==> src/rtl/uart_fallback_ctl.sv <==
module uart_fallback_ctl #(
  parameter logic [15:0] DIV_RESET = 16'h0001,
  parameter logic [2:0]  LEGACY_BANK = 3'd1,
  parameter logic [2:0]  ALT_BANK = 3'd2
) (
  input  logic        clk,
  input  logic        rst_n,
  input  logic [2:0]  bank_sel,
  input  logic [2:0]  addr,
  input  logic        rd_en,
  input  logic        wr_en,
  input  logic [7:0]  wr_data,
  output logic [7:0]  rd_data,
  output logic        ext_mode,
  output logic [2:0]  op_mode,
  output logic        fifo_deep,
  output logic [1:0]  presc_sel,
  output logic [1:0]  test_bits,
  output logic        lock,
  output logic [15:0] divisor
);
  localparam logic [2:0] MODE_UART = 3'd0;
  localparam logic [2:0] A_MODE = 3'd2;
  localparam logic [2:0] A_AUX  = 3'd4;

  logic [15:0] scratch;

  wire div_addr  = (addr[2:1] == 2'b00);
  wire in_legacy = (bank_sel == LEGACY_BANK) && div_addr;
  wire in_alt    = (bank_sel == ALT_BANK) && div_addr;
  wire shadowed  = lock && !ext_mode;
  wire legacy_hit = in_legacy && (rd_en || wr_en);
  wire fallback  = legacy_hit && !shadowed;
  wire slow_ir   = (op_mode == 3'd1) || (op_mode == 3'd2);
  wire wr_mode   = wr_en && (bank_sel == ALT_BANK) && (addr == A_MODE);
  wire wr_aux    = wr_en && (bank_sel == ALT_BANK) && (addr == A_AUX);
  wire wr_div    = wr_en && (in_alt || (in_legacy && !shadowed));
  wire wr_scr    = wr_en && in_legacy && shadowed;

  always_ff @(posedge clk) begin
    if (!rst_n) begin
      divisor <= DIV_RESET;
      scratch <= '0;
    end else begin
      if (wr_div) begin
        if (addr[0]) divisor[15:8] <= wr_data;
        else         divisor[7:0]  <= wr_data;
      end
      if (wr_scr) begin
        if (addr[0]) scratch[15:8] <= wr_data;
        else         scratch[7:0]  <= wr_data;
      end
    end
  end

  always_ff @(posedge clk) begin
    if (!rst_n) begin
      ext_mode  <= 1'b0;
      op_mode   <= MODE_UART;
      fifo_deep <= 1'b0;
    end else if (wr_mode) begin
      ext_mode  <= wr_data[0];
      op_mode   <= wr_data[3:1];
      fifo_deep <= wr_data[4];
    end else if (fallback) begin
      fifo_deep <= 1'b0;
      if (ext_mode) begin
        ext_mode <= 1'b0;
        op_mode  <= MODE_UART;
      end else if (!slow_ir) begin
        op_mode  <= MODE_UART;
      end
    end
  end

  always_ff @(posedge clk) begin
    if (!rst_n) begin
      presc_sel <= 2'b00;
      test_bits <= 2'b00;
      lock      <= 1'b0;
    end else if (wr_aux) begin
      presc_sel <= wr_data[1:0];
      test_bits <= wr_data[3:2];
      lock      <= wr_data[7];
    end else if (fallback) begin
      presc_sel <= 2'b00;
      test_bits <= 2'b00;
    end
  end

  always_comb begin
    rd_data = 8'h00;
    if (in_legacy && shadowed)
      rd_data = addr[0] ? scratch[15:8] : scratch[7:0];
    else if (in_legacy || in_alt)
      rd_data = addr[0] ? divisor[15:8] : divisor[7:0];
    else if (bank_sel == ALT_BANK && addr == A_MODE)
      rd_data = {3'b000, fifo_deep, op_mode, ext_mode};
    else if (bank_sel == ALT_BANK && addr == A_AUX)
      rd_data = {lock, 3'b000, test_bits, presc_sel};
  end
endmodule


==> config.mk <==
export PLATFORM = sky130hd
export DESIGN_NAME = uart_fallback_ctl
export DESIGN_NICKNAME = d
export VERILOG_FILES = /design/src/rtl/uart_fallback_ctl.sv
export SDC_FILE = /design/constraint.sdc
export NUM_CORES = 1
export LEC_CHECK = 0
export ABC_AREA = 1
export CORE_ASPECT_RATIO = 0.5
export CORE_MARGIN = 10
export CORE_UTILIZATION = 40
export DETAILED_ROUTE_END_ITERATION = 10
export PLACE_DENSITY = 0.66
export SLEW_MARGIN = 30
export SYNTH_ARGS = -nofsm -noshare
export SYNTH_HDL_FRONTEND = slang
export SYNTH_SLANG_ARGS = --single-unit
==> constraint.sdc <==
create_clock -name clk -period 2.55 [get_ports clk]
set_input_delay 0.255 -clock clk [delete_from_list [all_inputs] [get_ports clk]]
set_output_delay 0.255 -clock clk [all_outputs]
set_load 0.005 [all_outputs]
Yosys cells after proc, flatten, opt, wreduce, memory -nomap -nowiden
Cells that the tools add are included.

Output and inout port bits: 34. Register bits: 42. Input bits: 18. Logic and storage cells: 63.

Eq/ne operators: 7. Muxes and demuxes: 16. Reduce and logical (&&, ||, !) cells: 29. Bitwise gates (word level): 1.

Operator list (count): 8-bit two-way mux (6); 1-bit logical AND (15); 3-bit two-way mux (4); 2-bit AND reduction (5); 3-bit by 2-bit equality test with 1-bit output, second input constant (3); 3-bit by 1-bit equality test with 1-bit output, second input constant (2); 2-bit two-way mux (3); 1-bit logical OR (4); 2-bit nonzero test (2); 3-bit equality test, second input constant (1); 1-bit two-way mux (3); 3-bit by 2-bit inequality test with 1-bit output, second input constant (1); 1-bit logical NOT (2); 2-bit logical NOT (1); 1-bit inverter (1).

Longest topological paths before layout
Gate-level depths: netlist (run 1).

Depth after elaboration: 7. Mapped depth: 10. Gate-level depth less buffers: 9.

Least setup slack after synthesis (run 1)
OpenSTA, ideal clock, no wires.

Kind: input to output. From: input bank_sel[1]. To: output rd_data[5]. Setup slack: 1.135 ns. Arrival: 1.160 ns. Stages: 8. Path buffers: 1. Required time: 2.295 ns. Path through: inv_1 nand2_1 nor2_2 nand2_2 nor2_8 buf_4 o211ai_1 o21ai_0.

Longest elaborated chain between the ends: 5. Elaborated cells on any way between the ends: 10. Those cells by class: eq/ne (2); mux (3); reduce/logical (5).

Ends and longest elaborated chain: from (decl) (line 8) `input logic [2:0] bank_sel,`; 3-bit by 2-bit equality test with 1-bit output / 3-bit by 1-bit equality test with 1-bit output (equally long branches) (line 30, 97, 29); 1-bit logical AND (on tied branches) (line 97, 29, 30); 8-bit two-way mux / 1-bit logical OR (equally long branches) (line 97, 95); 8-bit two-way mux (line 95) `else if (in_legacy || in_alt)`; 8-bit two-way mux * (line 93) `if (in_legacy && shadowed)`; to (decl) (line 13) `output logic [7:0] rd_data,`.

Every way passes the cells marked *; elsewhere a longest branch is shown, timed or not.

Worst setup path in the final report (run 1)
From: input addr[0]. To: output rd_data[6].

Longest elaborated chain between the ends: 5. Elaborated cells on any way between the ends: 7. Those cells by class: eq/ne (1); mux (5); reduce/logical (1).

Ends and longest elaborated chain: from (decl) (line 9) `input logic [2:0] addr,`; 3-bit by 2-bit equality test with 1-bit output (line 97) `else if (bank_sel == ALT_BANK && addr == A_MODE)`; 1-bit logical AND (line 97); 8-bit two-way mux (line 97); 8-bit two-way mux (line 95); 8-bit two-way mux * (line 93).

Marks and branches as above.

==> run_results.csv, run 1 <==
group,metric,value,unit
cts,ctsResizeCount,1,
cts,cts_max_level,2,
sta,rsz0062_at_grt,"no",
yosys,synth_top_area_share,38.2,%
route,via_count,2278,
sta,worstMarginPinSlew,0.786,ns
route,detail_route.iter0.violations,211,
sta,slew-limit-headroom,47.5,%
critical_path,ff2ff_setup_slack,1.00,ns
cts,path_clk_slew,0.09,ns
placed_design,gp_congestion,0.889,
critical_path,r2r_start,"lock$_SDFFE_PN0P_",
placed_design,place_hpwl,5.06,mm
global_route,overflow,0,
yosys,syn_inst,329,
power_and_ir_drop,vdd_ir_drop_max,0.283,mV
floorplan,die_w,125,um
yosys,ys_types,23,
cts,insertion_delay,0.30,ns
placed_design,port_buffers,51,
layout,stdcell_area,2930,um2
floorplan,start_util,43.0,%
yosys,yosysSeqAreaShare,38.2,%
min_path,min_path_cells,2,
min_path,min_to,"scratch[10]$_SDFFE_PN0P_",
yosys,synth_fp_nets,347,
route,vias_per_cell,5.03,
yosys,netlist_area,2200,um2
sta,max_freq,410,MHz
cts,cts_buffers,5,
critical_path,cp_common_cell,"clkdlybuf4s50_1",
global_route,grt_pass1_vias,2116,
critical_path,r2r-end,"scratch[15]$_SDFFE_PN0P_",
yosys,syn_avg_cell_area,6.68,um2
critical_path,critical_path_class,"in2out",
layout,final_common_cell,"nand2_1",
cts,cts_setup_buffers,0,
cts,cts_tree,"done",
layout,layout_common_cells,"nand2_1 (107), clkdlybuf4s50_1 (49), dfxtp_1 (42), nor2_1 (39)",
floorplan,fp.coreArea,5110,um2
yosys,ys_warn_count,0,
route,wl,6.72,mm
critical_path,cp.required,2.30,ns
floorplan,die_y,72.4,um
global_route,grt_pass1_wl,11.0,mm
critical_path,cp.arrival,2.19,ns
sta,slew_violations,0,
critical_path,max_stage_delay,0.65,ns
critical_path,r2r.worst_path.cells,6,
layout,final_cells,453,
power_and_ir_drop,powerDensity,455,nW/um2
placed_design,place_inst,445,
layout,syn_to_final_growth,33.4,%
route,ant_nets,0,
global_route,grt_use_total,14.6,%
yosys,synthTopCellsByArea,"dfxtp_1 (38%), nand2_1 (18%), nor2_1 (6.7%), a21oi_1 (6.1%), nand4_1 (4.8%)",
global_route,grt_max_degree,31,
sta,min_period,2.44,ns
floorplan,io_pins,52,
layout,nNetsFinal,400,
critical_path,end_kind,"primary output",
layout,drive_gt1_share,9.40,%
power_and_ir_drop,p_leak,1.22,nW
outcome,status,"complete, no violations",
critical_path,crit_chain,"clkdlybuf4s50_1, buf_4, o211ai_1, o21ai_0, clkdlybuf4s50_1",
yosys,synth-seq-cells,42,
critical_path,cp_max_fo,30,
route,drcViolationCount,0,
cts,clockBufferDepth,2,
sta,setup_violations,0,
sta,fin_setup_tns,0,ns
route,drt-pass1-iter-count,4,
critical_path,worstSetupStartpointType,"primary input",
power_and_ir_drop,power,1.33,mW
sta,fin_skew,0.00688,ns
cts,holdBufCountCts,0,
floorplan,rows,18,
cts,cts-root-buf,"clkbuf_8",
sta,hold_violations,0,
layout,fin_util,57.3,%
layout,diodes,0,
cts,cts_sinks,42,
sta,post-route-period-util,95.7,%
global_route,antenna_found_initial,0,
min_path,min_from,"scratch[10]$_SDFFE_PN0P_",
route,wl_per_cell,14.8,um
yosys,yosysTopAreaCell,"dfxtp_1",
placed_design,placed_cell_area,2780,um2
critical_path,cp_slowest_cell,"clkdlybuf4s50_1",
floorplan,die-area,9040,um2
min_path,worstHoldPathType,"reg2reg",
run,maxCapViolations,0,
==> per-layer routing <==
metal  vias up  track usage, %  wire (um)
met5         -               0          0
met4         0            3.81         45
met3         5            3.63        609
met2        74            23.3       2990
met1      1030            19.5       3070
li1       1169               -          -
==> registers in the layout (all words and copies together) (netlist names) <==
signal	flops
test_bits	2
lock	1
fifo_deep	1
ext_mode	1
divisor	16
op_mode	3
presc_sel	2
scratch	16
==> area by class of cell <==
type	instances	area, um2
clock buffer	5	68.8
clock inverter	3	45.0
fill	490	2180
inverter	30	115
multi-input combinational	242	1180
sequential	42	841
tap	70	87.6
timing repair buffer	61	591
==> critical path: cells and delay by family <==
family          cells  cell delay (ns)
compound gates      2             0.35
buf+inv             3             1.58
==> power by group <==
part           leakage [nW]  internal (mW)  switching, mW  total, mW
Combinational         0.834         0.0530         0.0846      0.138
Clock                0.0504          0.291          0.242      0.534
Sequential            0.338          0.659        0.00261      0.661
Total                  1.22           1.00          0.330       1.33
==> worst max-delay path by stage <==
stage / cells after the start / start / endpoint
floorplan: 8 / bank_sel[1] / rd_data[5]
global route: 5 / addr[0] / rd_data[6]
finish: 5 / addr[0] / rd_data[6]
detailed placement: 10 / bank_sel[0] / rd_data[0]
global placement: 10 / bank_sel[0] / rd_data[0]
CTS: 8 / bank_sel[0] / rd_data[6]
==> cell families after synthesis <==
logic type	synth area share, %
compound gates	11.4
buf+inv	9.33
flops	38.2
simple gates	41.0
==> synth_stat cells (all sizes together) <==
master  count
dfxtp      42
buf        10
clkinv      1
nor3        2
nor2       43
inv        29
nand3      21
o21ai      11
clkbuf      5
o211ai      8
nand4      17
nand2     113
a21oi      27
==> metrics by stage <==
step / worst slack [ns] / hold WS [ns]
floorplan: 1.14 / 0.390
global placement: 0.0595 / 0.451
detailed placement: 0.0000160 / 0.453
CTS: 0.0281 / 0.468
global route: 0.00584 / 0.485
finish: 0.109 / 0.466
(Power assumes the default switching activity.)
==> run 2: changes to the inputs <==
--- a/config.mk
+++ b/config.mk
@@ -11,6 +11,7 @@
 export CORE_UTILIZATION = 40
 export DETAILED_ROUTE_END_ITERATION = 10
 export PLACE_DENSITY = 0.66
+export SETUP_SLACK_MARGIN = 0.1
 export SLEW_MARGIN = 30
 export SYNTH_ARGS = -nofsm -noshare
 export SYNTH_HDL_FRONTEND = slang
==> run_results.csv, run 2 (synthesized netlist as in run 1, its figures left out) <==
group,metric,value,unit
floorplan,fp.coreArea,5110,um2
floorplan,rows,18,
route,wl_per_cell,15.1,um
critical_path,cp_max_fo,8,
critical_path,r2r_start,"ext_mode$_SDFFE_PN0P_",
floorplan,start_util,43.0,%
layout,regArea,841,um2
global_route,overflow,0,
sta,worstMarginPinSlew,0.792,ns
floorplan,die-area,9040,um2
sta,slew_violations,0,
layout,multi_input_area,1190,um2
run,maxCapViolations,0,
layout,layout_common_cells,"nand2_1 (107), clkdlybuf4s50_1 (45), dfxtp_1 (42), nor2_1 (39), a21oi_1 (27)",
critical_path,endpoint,"rd_data[4]",
layout,diodes,0,
min_path,worstHoldPathType,"reg2reg",
placed_design,place_inst,445,
global_route,grt_pass1_wl,11.0,mm
route,ant_nets,0,
global_route,grt_max_degree,31,
layout,drive_gt1_share,10.4,%
sta,setup_violations,0,
power_and_ir_drop,vdd_ir_drop_max,0.282,mV
route,detail_route.iter0.violations,202,
route,drcViolationCount,0,
sta,timing.hold.ws,0.468,ns
cts,cts-root-buf,"clkbuf_8",
route,via_count,2330,
power_and_ir_drop,pwr-share-seq,49.5,%
floorplan,die_y,72.4,um
cts,cts_max_level,2,
route,drt-pass1-iter-count,5,
layout,final_common_cell,"nand2_1",
critical_path,r2r.worst_path.cells,7,
sta,min_period,2.37,ns
critical_path,ff2ff_setup_slack,0.98,ns
power_and_ir_drop,swShare,24.8,%
power_and_ir_drop,p_int,1.00,mW
layout,reg_top3,"divisor: 16 flops, scratch: 16 flops, op_mode: 3 flops",
cts,cts_tree,"done",
critical_path,critical_path.startpoint,"bank_sel[1]",
global_route,grt_pass1_vias,2125,
sta,rsz0062_at_grt,"yes",
global_route,grt_use_total,14.7,%
sta,fin_skew,0.00884,ns
cts,insertion_delay,0.30,ns
power_and_ir_drop,power.switching,0.332,mW
critical_path,r2r-end,"divisor[15]$_SDFFE_PN0P_",
floorplan,die_w,125,um
power_and_ir_drop,clkPwrFrac,40.0,%
placed_design,place_hpwl,5.06,mm
critical_path,worstSetupStartpointType,"primary input",
sta,max_freq,422,MHz
cts,path_clk_slew,0.09,ns
placed_design,port_buffers,51,
layout,syn_to_final_growth,35.2,%
critical_path,cp.required,2.30,ns
power_and_ir_drop,p_leak,1.29,nW
power_and_ir_drop,combPwrFrac,10.5,%
outcome,status,"complete, no violations",
layout,final_cells,456,
critical_path,critical_path_class,"in2out",
layout,nNetsFinal,403,
floorplan,io_pins,52,
cts,clockBufferDepth,2,
sta,fin_setup_tns,0,ns
power_and_ir_drop,powerDensity,450,nW/um2
cts,cts_buffers,5,
critical_path,end_kind,"primary output",
layout,n_fill_cell,479,
cts,cts_sinks,42,
layout,fin_util,58.1,%
sta,post-route-period-util,93.0,%
placed_design,gp_congestion,0.889,
critical_path,cp.arrival,2.12,ns
sta,hold_violations,0,
sta,slew-limit-headroom,47.2,%
route,vias_per_cell,5.11,
global_route,antenna_found_initial,0,
route,wl,6.88,mm
## run 2: per-layer routing
metal  up-vias  share of wire, %  global-route usage (%)
met5         -                 0                       0
met4         0              0.93                    3.81
met3         7               7.1                    3.63
met2        85                46                    23.4
met1      1061                46                    19.4
li1       1177                 -                       -
## run 2: timing repair
item,4_1_cts,5_1_grt
endpoints found under the hold margin,0,0
gates resized for setup,5,12
endpoints found under the setup margin,8,8
setup buffers,0,3
pin swaps,0,3
hold buffers,0,0
## run 2: layout make-up
class                   instances  share of cell area [%]
clock buffers                   5                    2.31
clock inverters                 3                    1.52
inverters                      30                    3.87
multi-input cells             242                    40.1
flip-flops and latches         42                    28.3
well taps                      70                    2.95
repair buffers                 64                    21.0
## run 2: worst min path at each step
stage | start | to | cells after the start
2_1_floorplan | wr_data[6] | scratch[14]$_SDFFE_PN0P_ | 2
3_3_place_gp | scratch[8]$_SDFFE_PN0P_ | scratch[8]$_SDFFE_PN0P_ | 2
3_5_place_dp | scratch[10]$_SDFFE_PN0P_ | scratch[10]$_SDFFE_PN0P_ | 2
4_1_cts | scratch[10]$_SDFFE_PN0P_ | scratch[10]$_SDFFE_PN0P_ | 2
5_1_grt | scratch[9]$_SDFFE_PN0P_ | scratch[9]$_SDFFE_PN0P_ | 2
6_report | scratch[10]$_SDFFE_PN0P_ | scratch[10]$_SDFFE_PN0P_ | 2
## run 2: critical path, cell delays in order
cell,delay (ns)
clkdlybuf4s50_1,0.41
inv_2,0.09
nand2_1,0.10
nor2_4,0.18
nand2_4,0.11
nor2_8,0.16
inv_2,0.09
o21ai_0,0.17
clkdlybuf4s50_1,0.53
## run 2: metrics by stage
| step | instance area [um2] | power, mW | setup slack, ns |
|---|---|---|---|
| floorplan | 2200 | 0.733 | 1.14 |
| global placement | 2780 | 0.807 | 0.0595 |
| detailed placement | 2780 | 0.808 | 0.0000160 |
| CTS | 2900 | 1.34 | 0.0944 |
| global route | 2970 | 1.39 | 0.0575 |
| finish | 2970 | 1.34 | 0.180 |
## run 2: power groups by stage
| stage | Sequential, mW | Clock, mW | Combinational (mW) |
|---|---|---|---|
| final | 0.661 | 0.534 | 0.141 |
| after global routing | 0.662 | 0.578 | 0.151 |
| after CTS | 0.661 | 0.546 | 0.133 |
| after detailed placement | 0.677 | 0 | 0.131 |
| after global placement | 0.677 | 0 | 0.131 |
| after floorplan | 0.677 | 0 | 0.0565 |
